===== config.mk =====
export PLATFORM = sky130hd
export DESIGN_NAME = serial_adc_framer
export DESIGN_NICKNAME = d
export VERILOG_FILES = /design/src/rtl/sadc_pkg.sv /design/src/rtl/sadc_sync_edge.sv /design/src/rtl/sadc_frame_ctrl.sv /design/src/rtl/sadc_shifter.sv /design/src/rtl/serial_adc_framer.sv
export SDC_FILE = /design/constraint.sdc
export NUM_CORES = 1
export LEC_CHECK = 0
export BUFFER_PORTS_ARGS = -buffer_cell sky130_fd_sc_hd__buf_4
export CAP_MARGIN = 20
export CORE_MARGIN = 3
export CORE_UTILIZATION = 58
export DETAILED_ROUTE_END_ITERATION = 8
export PLACE_DENSITY_LB_ADDON = 0.12
export SLEW_MARGIN = 20
export SYNTH_ARGS = -nofsm -noshare
export SYNTH_HDL_FRONTEND = slang
export SYNTH_SLANG_ARGS = --single-unit

===== constraint.sdc =====
create_clock -name clk -period 4.71 [get_ports clk]
set_input_delay 0.2355 -clock clk [delete_from_list [all_inputs] [get_ports clk]]
set_output_delay 0.2355 -clock clk [all_outputs]
set_load 0.03 [all_outputs]

===== src/rtl/sadc_pkg.sv =====
// Shared types for the serial converter frame engine.
// Assumes: included before any module of the block.
package sadc_pkg;

    // Frame controller state: waiting for select, or shifting a frame.
    typedef enum logic {
        FS_IDLE = 1'b0,
        FS_XFER = 1'b1
    } frame_state_t;

endpackage


===== src/rtl/sadc_sync_edge.sv =====
// Synchroniser plus edge detector for one asynchronous host line.
// Assumes: STAGES >= 2; the input holds each level for at least two clocks.
// Outputs are valid STAGES clocks after an input change; edges last one cycle.
module sadc_sync_edge #(
    parameter int   STAGES = 2,
    parameter logic IDLE   = 1'b1
) (
    input  logic clk,
    input  logic rst_n,
    input  logic async_in,
    output logic level,
    output logic rise,
    output logic fall
);

    logic [STAGES-1:0] chain;
    logic              prev;

    // Shift the input through the flop chain and keep last synced level.
    always_ff @(posedge clk) begin
        if (!rst_n) begin
            chain <= {STAGES{IDLE}};
            prev  <= IDLE;
        end else begin
            chain <= {chain[STAGES-2:0], async_in};
            prev  <= chain[STAGES-1];
        end
    end

    // Derive level and one-cycle edge strobes.
    always_comb begin
        level = chain[STAGES-1];
        rise  = level & ~prev;
        fall  = ~level & prev;
    end

endmodule


===== src/rtl/sadc_frame_ctrl.sv =====
// Frame sequencer: counts serial-clock falls, owns output enable,
// track/hold status and the completion pulse.
// Assumes: edge strobes are mutually exclusive per line and one cycle wide.
// An abort (select rise) takes priority over a simultaneous fall.
module sadc_frame_ctrl
    import sadc_pkg::*;
#(
    parameter int FRAME_BITS  = 16,
    parameter int TRACK_AFTER = 13,
    parameter int CNT_W       = 5
) (
    input  logic             clk,
    input  logic             rst_n,
    input  logic             cs_lvl,
    input  logic             cs_fall,
    input  logic             cs_rise,
    input  logic             sc_fall,
    input  logic             sc_rise,
    output logic             load,
    output logic             shift,
    output logic             oe,
    output logic             track,
    output logic [CNT_W-1:0] count,
    output logic             done
);

    localparam logic [CNT_W-1:0] LAST_IDX  = CNT_W'(FRAME_BITS - 1);
    localparam logic [CNT_W-1:0] ARM_INDEX = CNT_W'(TRACK_AFTER - 1);

    frame_state_t state;
    logic         arm;
    logic         advance;

    // Qualify a serial-clock fall as a frame step.
    always_comb begin
        advance = (state == FS_XFER) && sc_fall && !cs_lvl && !cs_rise;
        load    = cs_fall;
        shift   = advance && (count != LAST_IDX);
    end

    // Sequence the frame: start, step, finish, abort and track release.
    always_ff @(posedge clk) begin
        if (!rst_n) begin
            state <= FS_IDLE;
            count <= '0;
            oe    <= 1'b0;
            track <= 1'b1;
            done  <= 1'b0;
            arm   <= 1'b0;
        end else begin
            done <= 1'b0;
            if (cs_fall) begin
                state <= FS_XFER;
                count <= '0;
                oe    <= 1'b1;
                track <= 1'b0;
                arm   <= 1'b0;
            end else if (cs_rise) begin
                if (state == FS_XFER) begin
                    state <= FS_IDLE;
                    oe    <= 1'b0;
                    track <= 1'b1;
                end
            end else begin
                if (advance) begin
                    count <= count + 1'b1;
                    if (count >= ARM_INDEX) begin
                        arm <= 1'b1;
                    end
                    if (count == LAST_IDX) begin
                        state <= FS_IDLE;
                        oe    <= 1'b0;
                        done  <= 1'b1;
                    end
                end
                if (sc_rise && arm && !track) begin
                    track <= 1'b1;
                end
            end
        end
    end

endmodule


===== src/rtl/sadc_shifter.sv =====
// Frame shift register: loads zeros-then-sample and moves one bit per step.
// Assumes: load and shift never assert together.
module sadc_shifter #(
    parameter int RES_BITS   = 12,
    parameter int LEAD_ZEROS = 4
) (
    input  logic                clk,
    input  logic                rst_n,
    input  logic                load,
    input  logic                shift,
    input  logic [RES_BITS-1:0] word_in,
    output logic                bit_out
);

    localparam int FRAME_BITS = RES_BITS + LEAD_ZEROS;

    logic [FRAME_BITS-1:0] sh;

    // Load a fresh frame or move the next bit to the top.
    always_ff @(posedge clk) begin
        if (!rst_n) begin
            sh <= '0;
        end else if (load) begin
            sh <= {{LEAD_ZEROS{1'b0}}, word_in};
        end else if (shift) begin
            sh <= {sh[FRAME_BITS-2:0], 1'b0};
        end
    end

    assign bit_out = sh[FRAME_BITS-1];

endmodule


===== src/rtl/serial_adc_framer.sv =====
// Top of the serial converter frame engine.
// Assumes: ser_clk at most a quarter of clk; sel_n idles high.
// Host edges are seen SYNC_STAGES+1 clocks after the pins move.
module serial_adc_framer #(
    parameter int RES_BITS    = 12,
    parameter int LEAD_ZEROS  = 4,
    parameter int TRACK_AFTER = 13,
    parameter int SYNC_STAGES = 2,
    localparam int FRAME_BITS = RES_BITS + LEAD_ZEROS,
    localparam int CNT_W      = $clog2(FRAME_BITS + 1)
) (
    input  logic                clk,
    input  logic                rst_n,
    input  logic                sel_n,
    input  logic                ser_clk,
    input  logic [RES_BITS-1:0] sample_in,
    output logic                sdata,
    output logic                out_en,
    output logic                tracking,
    output logic [CNT_W-1:0]    fall_count,
    output logic                frame_done
);

    logic cs_lvl, cs_rise, cs_fall;
    logic sc_lvl, sc_rise, sc_fall;
    logic load, shift, bit_q;

    sadc_sync_edge #(.STAGES(SYNC_STAGES), .IDLE(1'b1)) u_cs_sync (
        .clk(clk), .rst_n(rst_n), .async_in(sel_n),
        .level(cs_lvl), .rise(cs_rise), .fall(cs_fall)
    );

    sadc_sync_edge #(.STAGES(SYNC_STAGES), .IDLE(1'b1)) u_sc_sync (
        .clk(clk), .rst_n(rst_n), .async_in(ser_clk),
        .level(sc_lvl), .rise(sc_rise), .fall(sc_fall)
    );

    sadc_frame_ctrl #(
        .FRAME_BITS(FRAME_BITS), .TRACK_AFTER(TRACK_AFTER), .CNT_W(CNT_W)
    ) u_ctrl (
        .clk(clk), .rst_n(rst_n),
        .cs_lvl(cs_lvl), .cs_fall(cs_fall), .cs_rise(cs_rise),
        .sc_fall(sc_fall), .sc_rise(sc_rise),
        .load(load), .shift(shift),
        .oe(out_en), .track(tracking), .count(fall_count), .done(frame_done)
    );

    sadc_shifter #(.RES_BITS(RES_BITS), .LEAD_ZEROS(LEAD_ZEROS)) u_shift (
        .clk(clk), .rst_n(rst_n), .load(load), .shift(shift),
        .word_in(sample_in), .bit_out(bit_q)
    );

    // Drive data only while enabled; released pin reads 0.
    always_comb begin
        sdata = out_en & bit_q;
    end

endmodule


==> flow_summary_export.csv <==
group,metric,value,unit
outcome,status,"completed",
timing,hold_viol,0,
power_and_ir_drop,p_leak,0.000598,uW
logic_synthesis,synth_area,0.00145,mm^2
cells_and_area,drive_gt1_share,17.3,%
die,io_pins,25,
logic_synthesis,synth_nets,189,
drt,ant_nets,0,
timing,tightest_slew,1040,ps
worst_setup_path,worst_r2r_path_depth,6,
drt,wl_per_cell,14.5,um
min_path,min_path_type,"input port to flip-flop",
min_path,min_from,"sel_n",
worst_setup_path,critPathLaunchType,"flip-flop",
clock_network,holdBufCountCts,0,
placement,port_buffers,24,
die,num_rows,17,
timing,fin_crit_sh,48.7,%
drt,drtIter0Drc,43,
logic_synthesis,synthTopCellsByArea,"dfxtp_1 (44%), o21ai_0 (6.5%), nand3_1 (6.2%)",
worst_setup_path,r2r-end,"u_shift.sh[1]",
logic_synthesis,synth-edff-count,0,
cells_and_area,final_cell_area,0.00165,mm^2
global_routing,track_usage,21.5,%
clock_network,cts.clk_slew.worst_paths,90,ps
timing,slew_headroom,30.3,%
logic_synthesis,ys_ff_latch,32,
clock_network,htreeDepth,2,
timing,fin_worst_skew,8.03,ps
placement,gp_congestion,0.746,
worst_setup_path,cp-end-kind,"flip-flop",
logic_synthesis,synth.most_common_cell,"dfxtp_1",
worst_setup_path,crit_type,"flip-flop to flip-flop",
power_and_ir_drop,p_total,454,uW
power_and_ir_drop,power_density,274,mW/mm^2
logic_synthesis,yosysSeqAreaShare,44.1,%
min_path,holdPathStages,2,
logic_synthesis,synthArstFlopShare,0,%
cells_and_area,syn_to_final_growth,13.7,%
logic_synthesis,yosysUniqueCellTypes,35,
global_routing,grt_start_max_net_pins,25,
global_routing,antenna_found_initial,0,
timing,setup_viol,0,
die,die_y,56.1,um
clock_network,cts_root_buf,"clkbuf_4",
cells_and_area,num_antenna_cells,0,
logic_synthesis,synth-main-ff-cell,"dfxtp_1",
job,maxCapViolCount,0,
worst_setup_path,critPathArrivalTime,2470,ps
cells_and_area,nets,209,
timing,timing.fmax,436,MHz
worst_setup_path,cp.required,4890,ps
placement,placedInstanceArea,0.00162,mm^2
logic_synthesis,synth_top_area_share,44.1,%
drt,drt-total-wl,3100,um
drt,firstDrtPassIters,4,
die,die-area,0.00314,mm^2
global_routing,grt_pass1_vias,1207,
drt,drcViolationCount,0,
drt,via_per_inst,6.08,
clock_network,postCtsSetupBuffers,0,
clock_network,ctsResizeCount,0,
clock_network,cts_tree,"done",
clock_network,clk_latency,330,ps
timing,whs,85.6,ps
timing,rsz0062_at_grt,"no",
timing,final-max-slew-violation-count,0,
clock_network,cts_sinks,32,
logic_synthesis,synth_cells,167,
min_path,hold_end,"u_cs_sync.chain[0]",
power_and_ir_drop,peakVddDrop,0.253,mV
logic_synthesis,syn_area_per_cell,8.71,um^2
cells_and_area,ff_latch_area,641,um^2
die,core,0.00230,mm^2
logic_synthesis,yosys.area.top_type,"dfxtp_1",
global_routing,grt_pass1_wl,5330,um
cells_and_area,multiInputGateArea,726,um^2
worst_setup_path,crit-reg2reg-launch,"u_ctrl.count[0]",
drt,vias,1294,
global_routing,overflow,0,
worst_setup_path,crit_fanout,16,
timing,fin_crit,2290,ps
die,die_x,56.1,um
logic_synthesis,ys_top_cells_by_count,"dfxtp_1 (32), o21ai_0 (19), nand3_1 (18)",
clock_network,clk_path_buf_depth,2,
cells_and_area,n_fill_cell,181,
timing,totalNegativeSetupSlack,0,ps
logic_synthesis,synth_warnings,0,
worst_setup_path,regToRegSetupSlack,2420,ps
placement,dp_hpwl,2100,um
worst_setup_path,cp-startpoint,"u_ctrl.count[0]",
die,start_util,63.3,%
clock_network,numCtsBuffers,5,
-- state kept, by name (all words and copies together) (netlist names) --
register         count
u_cs_sync.chain      2
u_ctrl.state         1
u_shift.sh          16
u_sc_sync.prev       1
u_ctrl.track         1
u_sc_sync.chain      2
u_ctrl.done          1
u_ctrl.oe            1
u_cs_sync.prev       1
u_ctrl.arm           1
u_ctrl.count         5
-- cell families after synthesis --
| logic type | after synthesis | share of synthesized area, % |
|---|---|---|
| AND/OR/NAND/NOR | 47 | 19.8 |
| buffers and inverters | 20 | 6.02 |
| adder cells (fa/ha/maj) | 6 | 5.16 |
| AO/OA/AOI/OAI | 60 | 23.6 |
| flip-flops | 32 | 44.1 |
| multiplexers | 2 | 1.38 |
-- layout make-up --
class	instances	area share, %
timing repair buffer	24	10.9
inverter	9	2.04
multi-input combinational	115	43.9
sequential	32	38.8
tap	28	2.12
clock buffer	5	2.27
-- metrics by stage --
stage	util, %	std cells	setup slack, ps
4_1_cts	71.9	213	2420
6_report	71.9	213	2420
2_1_floorplan	-	167	2590
3_5_place_dp	70.3	208	2450
5_1_grt	71.9	213	2270
3_3_place_gp	70.3	208	2530
-- where the power goes --
part	leakage (uW)	switching, uW	internal (uW)
clock network	0.0000230	83.0	49.7
registers	0.000260	4.95	278
logic	0.000315	19.8	18.1
total	0.000598	108	346
-- cells in the final DEF, fill, tap and decap left out, drive strengths merged --
cell | Yosys | final
a211oi | 1 | 1
a21boi | 2 | 2
a21oi | 11 | 11
a311oi | 1 | 1
a31oi | 10 | 10
and2 | 1 | 1
and3 | 1 | 1
and4bb | 1 | 1
buf | 5 | 24
clkbuf | 6 | 5
dfxtp | 32 | 32
ha | 6 | 6
inv | 9 | 9
mux2i | 2 | 2
nand2 | 8 | 8
nand2b | 6 | 6
nand3 | 18 | 18
nand4bb | 2 | 2
nor2 | 1 | 1
nor2b | 2 | 2
nor3 | 1 | 1
nor4 | 1 | 1
nor4b | 1 | 1
o211ai | 1 | 1
o21a | 1 | 1
o21ai | 29 | 29
o22ai | 1 | 1
o311ai | 1 | 1
o31ai | 2 | 2
or3 | 1 | 1
or4 | 2 | 2
or4b | 1 | 1
-- routing by layer --
layer | up-vias | track usage [%] | wire length (um)
li1 | 645 | - | -
met1 | 612 | 24.8 | 1390
met2 | 29 | 35.7 | 1490
met3 | 8 | 8.35 | 166
met4 | 0 | 8.14 | 59
met5 | - | 0 | 0
-- worst max path at each step --
stage | to | slack (ps) | cells past startpoint
5_1_grt | u_shift.sh[9] | 2270 | 6
3_5_place_dp | u_shift.sh[1] | 2450 | 6
2_1_floorplan | u_shift.sh[11] | 2590 | 8
6_report | u_shift.sh[1] | 2420 | 6
3_3_place_gp | u_shift.sh[9] | 2530 | 6
4_1_cts | u_shift.sh[1] | 2420 | 6
-- critical path, cell delays in order, from the launching register on --
cell and delay [ps]:
dfxtp_1 350, ha_1 210, and3_1 180, ha_1 240, or4b_1 780, o21ai_0 270
a31oi_1 110
No activity file was read; power rests on OpenSTA's default activity.
